`config.mk`:
```
export PLATFORM = sky130hd
export DESIGN_NAME = can_rx_rule_filter
export DESIGN_NICKNAME = d
export VERILOG_FILES = /design/src/rtl/can_rxf_pkg.sv /design/src/rtl/rxf_rule_table.sv /design/src/rtl/rxf_dest_fifo.sv /design/src/rtl/rxf_scan_ctrl.sv /design/src/rtl/can_rx_rule_filter.sv
export SDC_FILE = /design/constraint.sdc
export NUM_CORES = 2
export LEC_CHECK = 0
export BUFFER_PORTS_ARGS = -buffer_cell sky130_fd_sc_hd__buf_2
export CAP_MARGIN = 25
export CORE_MARGIN = 2
export CORE_UTILIZATION = 30
export DETAILED_ROUTE_END_ITERATION = 16
export GPL_TIMING_DRIVEN = 0
export PLACE_DENSITY = 0.51
export RECOVER_POWER = 50
export SYNTH_ARGS = -nofsm -noshare
export SYNTH_HDL_FRONTEND = slang
export SYNTH_HIERARCHICAL = 1
export SYNTH_SLANG_ARGS = --single-unit
```
`constraint.sdc`:
```
create_clock -name clk -period 3.7 [get_ports clk]
set_input_delay 0.555 -clock clk [delete_from_list [all_inputs] [get_ports clk]]
set_output_delay 0.555 -clock clk [all_outputs]
set_load 0.1 [all_outputs]
```
`src/rtl/can_rxf_pkg.sv`:
```
package can_rxf_pkg;

    typedef enum logic [1:0] {
        ST_IDLE   = 2'd0,
        ST_SCAN   = 2'd1,
        ST_REPORT = 2'd2
    } scan_state_e;

    typedef enum logic [1:0] {
        VERD_NONE  = 2'd0,
        VERD_HIT   = 2'd1,
        VERD_SHORT = 2'd2
    } verdict_e;

endpackage

```
`src/rtl/rxf_rule_table.sv`:
```
module rxf_rule_table #(
    parameter int NUM_RULES = 16,
    parameter int ID_W      = 29,
    parameter int DLC_W     = 4,
    parameter int DEST_W    = 1,
    parameter int IDX_W     = 4
) (
    input  logic              clk,
    input  logic              rst_n,
    input  logic              wr_en,
    input  logic [IDX_W-1:0]  wr_idx,
    input  logic              wr_valid,
    input  logic [ID_W-1:0]   wr_id,
    input  logic [ID_W-1:0]   wr_mask,
    input  logic              wr_ide,
    input  logic              wr_rtr,
    input  logic [DLC_W-1:0]  wr_min_dlc,
    input  logic [DEST_W-1:0] wr_dest,
    input  logic [IDX_W-1:0]  rd_idx,
    output logic              rd_valid,
    output logic [ID_W-1:0]   rd_id,
    output logic [ID_W-1:0]   rd_mask,
    output logic              rd_ide,
    output logic              rd_rtr,
    output logic [DLC_W-1:0]  rd_min_dlc,
    output logic [DEST_W-1:0] rd_dest
);

    logic              ent_valid [NUM_RULES];
    logic [ID_W-1:0]   ent_id    [NUM_RULES];
    logic [ID_W-1:0]   ent_mask  [NUM_RULES];
    logic              ent_ide   [NUM_RULES];
    logic              ent_rtr   [NUM_RULES];
    logic [DLC_W-1:0]  ent_dlc   [NUM_RULES];
    logic [DEST_W-1:0] ent_dest  [NUM_RULES];

    for (genvar r = 0; r < NUM_RULES; r++) begin : g_entry
        logic sel;
        assign sel = wr_en && (wr_idx == IDX_W'(r));

        always_ff @(posedge clk or negedge rst_n) begin
            if (!rst_n) begin
                ent_valid[r] <= 1'b0;
                ent_id[r]    <= '0;
                ent_mask[r]  <= '0;
                ent_ide[r]   <= 1'b0;
                ent_rtr[r]   <= 1'b0;
                ent_dlc[r]   <= '0;
                ent_dest[r]  <= '0;
            end else if (sel) begin
                ent_valid[r] <= wr_valid;
                ent_id[r]    <= wr_id;
                ent_mask[r]  <= wr_mask;
                ent_ide[r]   <= wr_ide;
                ent_rtr[r]   <= wr_rtr;
                ent_dlc[r]   <= wr_min_dlc;
                ent_dest[r]  <= wr_dest;
            end
        end
    end

    always_comb begin
        rd_valid   = ent_valid[rd_idx];
        rd_id      = ent_id[rd_idx];
        rd_mask    = ent_mask[rd_idx];
        rd_ide     = ent_ide[rd_idx];
        rd_rtr     = ent_rtr[rd_idx];
        rd_min_dlc = ent_dlc[rd_idx];
        rd_dest    = ent_dest[rd_idx];
    end

endmodule

```
`src/rtl/rxf_dest_fifo.sv`:
```
module rxf_dest_fifo #(
    parameter int DEPTH = 4,
    parameter int W     = 37
) (
    input  logic         clk,
    input  logic         rst_n,
    input  logic         push,
    input  logic [W-1:0] din,
    input  logic         pop,
    output logic [W-1:0] dout,
    output logic         full,
    output logic         empty
);

    localparam int PW = (DEPTH > 1) ? $clog2(DEPTH) : 1;
    localparam int CW = $clog2(DEPTH + 1);

    logic [W-1:0]  mem [DEPTH];
    logic [PW-1:0] wr_ptr, rd_ptr;
    logic [CW-1:0] count;
    logic          do_push, do_pop;

    assign full    = (count == CW'(DEPTH));
    assign empty   = (count == '0);
    assign do_push = push && !full;
    assign do_pop  = pop && !empty;
    assign dout    = mem[rd_ptr];

    function automatic logic [PW-1:0] ptr_inc(input logic [PW-1:0] p);
        return (p == PW'(DEPTH - 1)) ? '0 : p + 1'b1;
    endfunction

    always_ff @(posedge clk or negedge rst_n) begin
        if (!rst_n) begin
            wr_ptr <= '0;
            rd_ptr <= '0;
            count  <= '0;
        end else begin
            if (do_push) wr_ptr <= ptr_inc(wr_ptr);
            if (do_pop)  rd_ptr <= ptr_inc(rd_ptr);
            unique case ({do_push, do_pop})
                2'b10:   count <= count + 1'b1;
                2'b01:   count <= count - 1'b1;
                default: count <= count;
            endcase
        end
    end

    for (genvar e = 0; e < DEPTH; e++) begin : g_slot
        always_ff @(posedge clk or negedge rst_n) begin
            if (!rst_n)
                mem[e] <= '0;
            else if (do_push && (wr_ptr == PW'(e)))
                mem[e] <= din;
        end
    end


    fifo_no_overflow_chk: assert property (@(posedge clk) disable iff (!rst_n)
        push |-> !full);


    fifo_pop_empty_chk: assert property (@(posedge clk) disable iff (!rst_n)
        (pop && empty && !push) |=> empty);

endmodule

```
`src/rtl/rxf_scan_ctrl.sv`:
```
module rxf_scan_ctrl
    import can_rxf_pkg::*;
#(
    parameter int NUM_RULES = 16,
    parameter int NUM_DEST  = 2,
    parameter int ID_W      = 29,
    parameter int DLC_W     = 4,
    parameter int DEST_W    = 1,
    parameter int IDX_W     = 4
) (
    input  logic                clk,
    input  logic                rst_n,
    input  logic                frm_valid,
    input  logic [ID_W-1:0]     frm_id,
    input  logic                frm_ide,
    input  logic                frm_rtr,
    input  logic [DLC_W-1:0]    frm_dlc,
    output logic [IDX_W-1:0]    rule_idx,
    input  logic                rule_valid,
    input  logic [ID_W-1:0]     rule_id,
    input  logic [ID_W-1:0]     rule_mask,
    input  logic                rule_ide,
    input  logic                rule_rtr,
    input  logic [DLC_W-1:0]    rule_min_dlc,
    input  logic [DEST_W-1:0]   rule_dest,
    input  logic [NUM_DEST-1:0] dest_full,
    output logic [NUM_DEST-1:0] push,
    output logic [IDX_W-1:0]    push_rule,
    output logic                busy,
    output logic                acc_pulse,
    output logic                nomatch_pulse,
    output logic                dlc_fail_pulse,
    output logic                full_drop_pulse
);

    localparam logic [IDX_W-1:0] LAST_IDX = IDX_W'(NUM_RULES - 1);

    scan_state_e       state, state_n;
    verdict_e          verd, verd_n;
    logic [IDX_W-1:0]  idx, idx_n;
    logic [IDX_W-1:0]  hit_idx, hit_idx_n;
    logic [DEST_W-1:0] hit_dest, hit_dest_n;
    logic              match, dlc_ok, store_ok;

    assign rule_idx = idx;
    assign match    = rule_valid
                   && (((frm_id ^ rule_id) & rule_mask) == '0)
                   && (frm_ide == rule_ide)
                   && (frm_rtr == rule_rtr);
    assign dlc_ok   = (rule_min_dlc == '0) || (frm_dlc >= rule_min_dlc);

    // state register
    always_ff @(posedge clk or negedge rst_n) begin
        if (!rst_n) begin
            state    <= ST_IDLE;
            verd     <= VERD_NONE;
            idx      <= '0;
            hit_idx  <= '0;
            hit_dest <= '0;
        end else begin
            state    <= state_n;
            verd     <= verd_n;
            idx      <= idx_n;
            hit_idx  <= hit_idx_n;
            hit_dest <= hit_dest_n;
        end
    end

    // transitions
    always_comb begin
        state_n    = state;
        verd_n     = verd;
        idx_n      = idx;
        hit_idx_n  = hit_idx;
        hit_dest_n = hit_dest;
        unique case (state)
            ST_IDLE: begin
                if (frm_valid) begin
                    state_n = ST_SCAN;
                    idx_n   = '0;
                end
            end
            ST_SCAN: begin
                if (match) begin
                    state_n    = ST_REPORT;
                    verd_n     = dlc_ok ? VERD_HIT : VERD_SHORT;
                    hit_idx_n  = idx;
                    hit_dest_n = rule_dest;
                end else if (idx == LAST_IDX) begin
                    state_n = ST_REPORT;
                    verd_n  = VERD_NONE;
                end else begin
                    idx_n = idx + 1'b1;
                end
            end
            ST_REPORT: state_n = ST_IDLE;
            default:   state_n = ST_IDLE;
        endcase
    end

    // outputs
    always_comb begin
        busy            = (state != ST_IDLE);
        acc_pulse       = 1'b0;
        nomatch_pulse   = 1'b0;
        dlc_fail_pulse  = 1'b0;
        full_drop_pulse = 1'b0;
        store_ok        = 1'b0;
        if (state == ST_REPORT) begin
            unique case (verd)
                VERD_HIT: begin
                    store_ok        = !dest_full[hit_dest];
                    acc_pulse       = store_ok;
                    full_drop_pulse = !store_ok;
                end
                VERD_SHORT: dlc_fail_pulse = 1'b1;
                default:    nomatch_pulse  = 1'b1;
            endcase
        end
    end

    for (genvar d = 0; d < NUM_DEST; d++) begin : g_push
        assign push[d] = store_ok && (hit_dest == DEST_W'(d));
    end
    assign push_rule = hit_idx;


    one_outcome_chk: assert property (@(posedge clk) disable iff (!rst_n)
        $onehot0({acc_pulse, nomatch_pulse, dlc_fail_pulse, full_drop_pulse}));


    scan_step_chk: assert property (@(posedge clk) disable iff (!rst_n)
        (state == ST_SCAN && !match && idx != LAST_IDX)
        |=> (state == ST_SCAN && idx == $past(idx) + 1'b1));


    busy_start_chk: assert property (@(posedge clk) disable iff (!rst_n)
        $rose(busy) |-> $past(frm_valid));

endmodule

```
`src/rtl/can_rx_rule_filter.sv`:
```
module can_rx_rule_filter #(
    parameter int NUM_RULES  = 16,
    parameter int NUM_DEST   = 2,
    parameter int FIFO_DEPTH = 4,
    parameter int ID_W       = 29,
    parameter int DLC_W      = 4,
    parameter int IDX_W      = (NUM_RULES > 1) ? $clog2(NUM_RULES) : 1,
    parameter int DEST_W     = (NUM_DEST > 1) ? $clog2(NUM_DEST) : 1
) (
    input  logic                      clk,
    input  logic                      rst_n,
    input  logic                      cfg_wr,
    input  logic [IDX_W-1:0]          cfg_idx,
    input  logic                      cfg_en,
    input  logic [ID_W-1:0]           cfg_id,
    input  logic [ID_W-1:0]           cfg_mask,
    input  logic                      cfg_ide,
    input  logic                      cfg_rtr,
    input  logic [DLC_W-1:0]          cfg_min_dlc,
    input  logic [DEST_W-1:0]         cfg_dest,
    input  logic                      frm_valid,
    input  logic [ID_W-1:0]           frm_id,
    input  logic                      frm_ide,
    input  logic                      frm_rtr,
    input  logic [DLC_W-1:0]          frm_dlc,
    output logic                      busy,
    output logic                      acc_pulse,
    output logic                      nomatch_pulse,
    output logic                      dlc_fail_pulse,
    output logic                      full_drop_pulse,
    input  logic [NUM_DEST-1:0]       q_pop,
    output logic [NUM_DEST-1:0]       q_full,
    output logic [NUM_DEST-1:0]       q_empty,
    output logic [NUM_DEST*ID_W-1:0]  q_id,
    output logic [NUM_DEST*DLC_W-1:0] q_dlc,
    output logic [NUM_DEST*IDX_W-1:0] q_rule
);

    localparam int ENT_W = ID_W + DLC_W + IDX_W;

    logic [IDX_W-1:0]    rule_idx;
    logic                rule_valid, rule_ide, rule_rtr;
    logic [ID_W-1:0]     rule_id, rule_mask;
    logic [DLC_W-1:0]    rule_min_dlc;
    logic [DEST_W-1:0]   rule_dest;
    logic [NUM_DEST-1:0] push;
    logic [IDX_W-1:0]    push_rule;
    logic [ENT_W-1:0]    push_data;

    assign push_data = {frm_id, frm_dlc, push_rule};

    rxf_rule_table #(
        .NUM_RULES(NUM_RULES), .ID_W(ID_W), .DLC_W(DLC_W),
        .DEST_W(DEST_W), .IDX_W(IDX_W)
    ) u_table (
        .clk(clk), .rst_n(rst_n),
        .wr_en(cfg_wr), .wr_idx(cfg_idx), .wr_valid(cfg_en),
        .wr_id(cfg_id), .wr_mask(cfg_mask), .wr_ide(cfg_ide),
        .wr_rtr(cfg_rtr), .wr_min_dlc(cfg_min_dlc), .wr_dest(cfg_dest),
        .rd_idx(rule_idx), .rd_valid(rule_valid), .rd_id(rule_id),
        .rd_mask(rule_mask), .rd_ide(rule_ide), .rd_rtr(rule_rtr),
        .rd_min_dlc(rule_min_dlc), .rd_dest(rule_dest)
    );

    rxf_scan_ctrl #(
        .NUM_RULES(NUM_RULES), .NUM_DEST(NUM_DEST), .ID_W(ID_W),
        .DLC_W(DLC_W), .DEST_W(DEST_W), .IDX_W(IDX_W)
    ) u_ctrl (
        .clk(clk), .rst_n(rst_n),
        .frm_valid(frm_valid), .frm_id(frm_id), .frm_ide(frm_ide),
        .frm_rtr(frm_rtr), .frm_dlc(frm_dlc),
        .rule_idx(rule_idx), .rule_valid(rule_valid), .rule_id(rule_id),
        .rule_mask(rule_mask), .rule_ide(rule_ide), .rule_rtr(rule_rtr),
        .rule_min_dlc(rule_min_dlc), .rule_dest(rule_dest),
        .dest_full(q_full), .push(push), .push_rule(push_rule),
        .busy(busy), .acc_pulse(acc_pulse), .nomatch_pulse(nomatch_pulse),
        .dlc_fail_pulse(dlc_fail_pulse), .full_drop_pulse(full_drop_pulse)
    );

    for (genvar d = 0; d < NUM_DEST; d++) begin : g_dest
        logic [ENT_W-1:0] head;

        rxf_dest_fifo #(.DEPTH(FIFO_DEPTH), .W(ENT_W)) u_fifo (
            .clk(clk), .rst_n(rst_n),
            .push(push[d]), .din(push_data), .pop(q_pop[d]),
            .dout(head), .full(q_full[d]), .empty(q_empty[d])
        );

        assign q_id[d*ID_W +: ID_W]     = head[ENT_W-1 -: ID_W];
        assign q_dlc[d*DLC_W +: DLC_W]  = head[IDX_W +: DLC_W];
        assign q_rule[d*IDX_W +: IDX_W] = head[IDX_W-1:0];
    end


    acc_stores_chk: assert property (@(posedge clk) disable iff (!rst_n)
        acc_pulse |=> !(&q_empty));

endmodule

```
==> results.json <==
{
  "dieArea_um2": 210000,
  "synth_top_family_by_area": "multiplexers",
  "num_rows": 166,
  "synth_flop_cell": "dfrtp_1",
  "synth_adder_area_share_pct": 0.449,
  "crit_required_ns": 4.40,
  "synthesis.nets": 3919,
  "final_cells": 6973,
  "critPathKind": "flop to flop",
  "drt_iter0_drc": 2145,
  "antenna_found_initial": 41,
  "htreeDepth": 4,
  "worstPathCellList": "buf_8 > buf_8 > clkbuf_4 > mux4_2 > a22oi_1 > nand2_1 > xor2_1 > a22oi_1 > nand4_1 > nor4_4 > buf_6 > or4_1 > o211ai_1",
  "cap_violations": 3,
  "ir_worst_vdd_mv": 0.518,
  "async_flop_share_pct": 100,
  "finish.utilization_pct": 35.2,
  "synth_edf_count": 0,
  "dp_hpwl_um": 121000,
  "cp.arrival_ns": 4.36,
  "finalCriticalPeriod_ns": 3.66,
  "skew_ns": 0.0151,
  "worstHoldStart": "cfg_mask[3]",
  "worstHoldEndpoint": "u_table/ent_mask[32]",
  "drive_gt1_share_pct": 54.4,
  "ys_ff_latch": 1379,
  "clkLatencyLatePin_ns": 0.79,
  "clk_pin_slew_ns": 0.06,
  "rr_endpoint": "u_ctrl/rule_idx[3]",
  "fp.dieW_um": 458,
  "synthMuxAreaShare_pct": 37.3,
  "cts_tree": "built",
  "port_buffers": 191,
  "io_pins": 194,
  "hold_depth": 2,
  "ant_nets": 0,
  "initial_core_util_pct": 30.2,
  "core-area_um2": 205000,
  "powerDensity_nw_per_um2": 710,
  "grt_setup_unrepaired": "true",
  "fmaxAchievable_mhz": 273,
  "ys_seq_area_share_pct": 55.8,
  "grt_usage_pct": 17.0,
  "syn_area_um2": 61800,
  "num_vias": 34900,
  "synthSimpleGateAreaFrac_pct": 1.27,
  "die_h_um": 458,
  "final_max_slew_viol_count": 134,
  "synth-compound-area-share_pct": 1.89,
  "cpPeakStageDelay_ns": 0.54,
  "grt_pass1_vias": 37100,
  "rrSetupSlack_ns": 0.04,
  "grt_max_degree": 159,
  "syn_inst": 3787,
  "grt_first_pass_wirelength_um": 263000,
  "setup_viol": 0,
  "ys_types": 48,
  "tightestPinTransition_ns": 1.65,
  "first_pass_iters": 5,
  "slowest_stage": "xor2_1",
  "fin_nets": 4298,
  "layout_commonest_cell": "dfrtp_1",
  "cts_root_buf": "clkbuf_16",
  "layout_setup_ws_ns": 0.0359,
  "synth-warning-count": 6,
  "clock_path_buffers": 3,
  "p_leak_uw": 0.0314,
  "routedWlPerCell_um": 25.7,
  "hold_viol": 0,
  "cts_buffers": 150,
  "hp-class": "input pin to flop",
  "place_congestion": 0.763,
  "clock-sinks": 1379,
  "avgSynthCellArea_um2": 16.3,
  "viasPerCell": 5.00,
  "violations": "max-capacitance violations, max-slew violations",
  "synthXorXnorAreaFrac_pct": 0.524,
  "status": "complete, but fails checks",
  "grt-ovfl-total": 0,
  "path_max_fanout": 10,
  "cp-end-kind": "flop",
  "start_kind": "flop",
  "place_ws_ns": -1.35,
  "r2r-start": "u_ctrl/rule_idx[1]",
  "fin_crit_sh_pct": 99.0,
  "drc": 0,
  "power_uw": 51100,
  "area_growth_pct": 16.5,
  "relSlewSlack_pct": -10.2,
  "mostFrequentLayoutCells": "dfrtp_1, mux2_2, mux4_2",
  "ff2ff_path_depth": 13,
  "dp.cells": 6684,
  "drt-total-wl_um": 179000
}
==> kinds of logic after synthesis <==
group | count (synthesis)
muxes | 1708
DFF | 1379
buffers and inverters | 327
and+or+nand+nor | 160
AOI/OAI and AO/OA | 155
xor gates and xnor gates | 37
adders and majority gates | 21
==> how the worst max path moves through the flow <==
stage                                   start               endpoint  slack (ns)  depth (start not counted)
floorplan           g_dest[1].u_fifo/count[0]        full_drop_pulse        0.20                          3
CTS                        u_ctrl/rule_idx[0]    u_ctrl/push_rule[3]     -0.0007                         13
global route               u_ctrl/rule_idx[0]    u_ctrl/push_rule[3]       -0.02                         14
global placement                        rst_n  u_table/ent_mask[125]      -29.27                          1
detailed placement         u_ctrl/rule_idx[1]    u_ctrl/push_rule[3]       -1.35                         12
finish                     u_ctrl/rule_idx[1]     u_ctrl/rule_idx[3]        0.04                         13
==> power by group <==
group          total (uW)  switching, uW  internal, uW
registers           19400           1490         17900
logic               17100           9070          8030
clock network       14600           6330          8270
==> state kept, by name (all words and copies together), names as in the netlist, 6 cells and up <==
register             count
u_table/ent_id         464
u_table/ent_mask       464
g_dest.u_fifo/mem      296
u_table/ent_dlc         64
u_table/ent_dest        16
u_table/ent_ide         16
u_table/ent_rtr         16
u_table/ent_valid       16
g_dest.u_fifo/count      6
==> Yosys cell counts, drive strengths merged (2+ instances only) <==
cell | n | area [um^2]
a21o | 2 | 15.0
a22oi | 145 | 1090
and2 | 3 | 18.8
and2b | 2 | 15.0
buf | 158 | 947
clkbuf | 150 | 726
dfrtp | 1379 | 34500
fa | 2 | 40.0
ha | 19 | 238
inv | 19 | 71.3
mux2 | 1366 | 15400
mux2i | 4 | 40.0
mux4 | 338 | 7610
nand2 | 83 | 312
nand2b | 8 | 50.1
nand3 | 4 | 20.0
nand3b | 4 | 30.0
nand4 | 4 | 25.0
nor2 | 31 | 139
nor2b | 3 | 18.8
nor3 | 3 | 15.0
nor3b | 4 | 40.0
nor4 | 2 | 27.5
o21ai | 2 | 10.0
or2 | 2 | 12.5
or3 | 3 | 18.8
xnor2 | 4 | 35.0
xor2 | 33 | 289
==> worst max-delay path, delay by kind of cell (launching register included) <==
kind	cells	cell delay, ns
buffers and inverters	4	0.78
multiplexers	1	0.35
flip-flops	1	0.44
AND/OR/NAND/NOR	4	0.83
XOR/XNOR	1	0.54
AO/OA/AOI/OAI	3	0.61
==> per-stage QoR <==
step / hold WS (ns) / cell area, um^2 / TNS [ns]
2_1_floorplan: 0.259 / 61900 / 0
6_report: 0.0890 / 72000 / 0
5_1_grt: 0.0543 / 72000 / -0.0164
3_5_place_dp: 0.478 / 66600 / -15.32
4_1_cts: 0.0145 / 71900 / -0.000703
3_3_place_gp: 0.470 / 66200 / -
==> layer usage <==
metal / global-route usage, % / wire length [um] / vias to the layer above
met5: 0 / 173 / -
met4: 5.11 / 4450 / 28
met3: 3.73 / 9460 / 269
met2: 26.7 / 83000 / 680
met1: 23.4 / 81900 / 19000
li1: - / - / 14900
==> area by class of cell <==
| class | count | area (um^2) |
|---|---|---|
| clock inverters | 37 | 355 |
| well taps | 2688 | 3360 |
| clock buffers | 223 | 4370 |
| flip-flops and latches | 1379 | 34500 |
| repair buffers | 230 | 1600 |
| multi-input cells | 2081 | 25900 |
| plain buffers | 305 | 1830 |
| fillers | 19600 | 133000 |
| diodes | 11 | 27.5 |
| inverters | 19 | 71.3 |
==> timing repair <==
action,CTS,global route
cloned,0,3
hold buffers,1,0
endpoints found under the setup margin,31,12
gates resized for setup,167,77
pin swaps,3,10
hold endpoints to repair,76,0
setup buffers,6,11
Power figures use the tool's default switching activity.
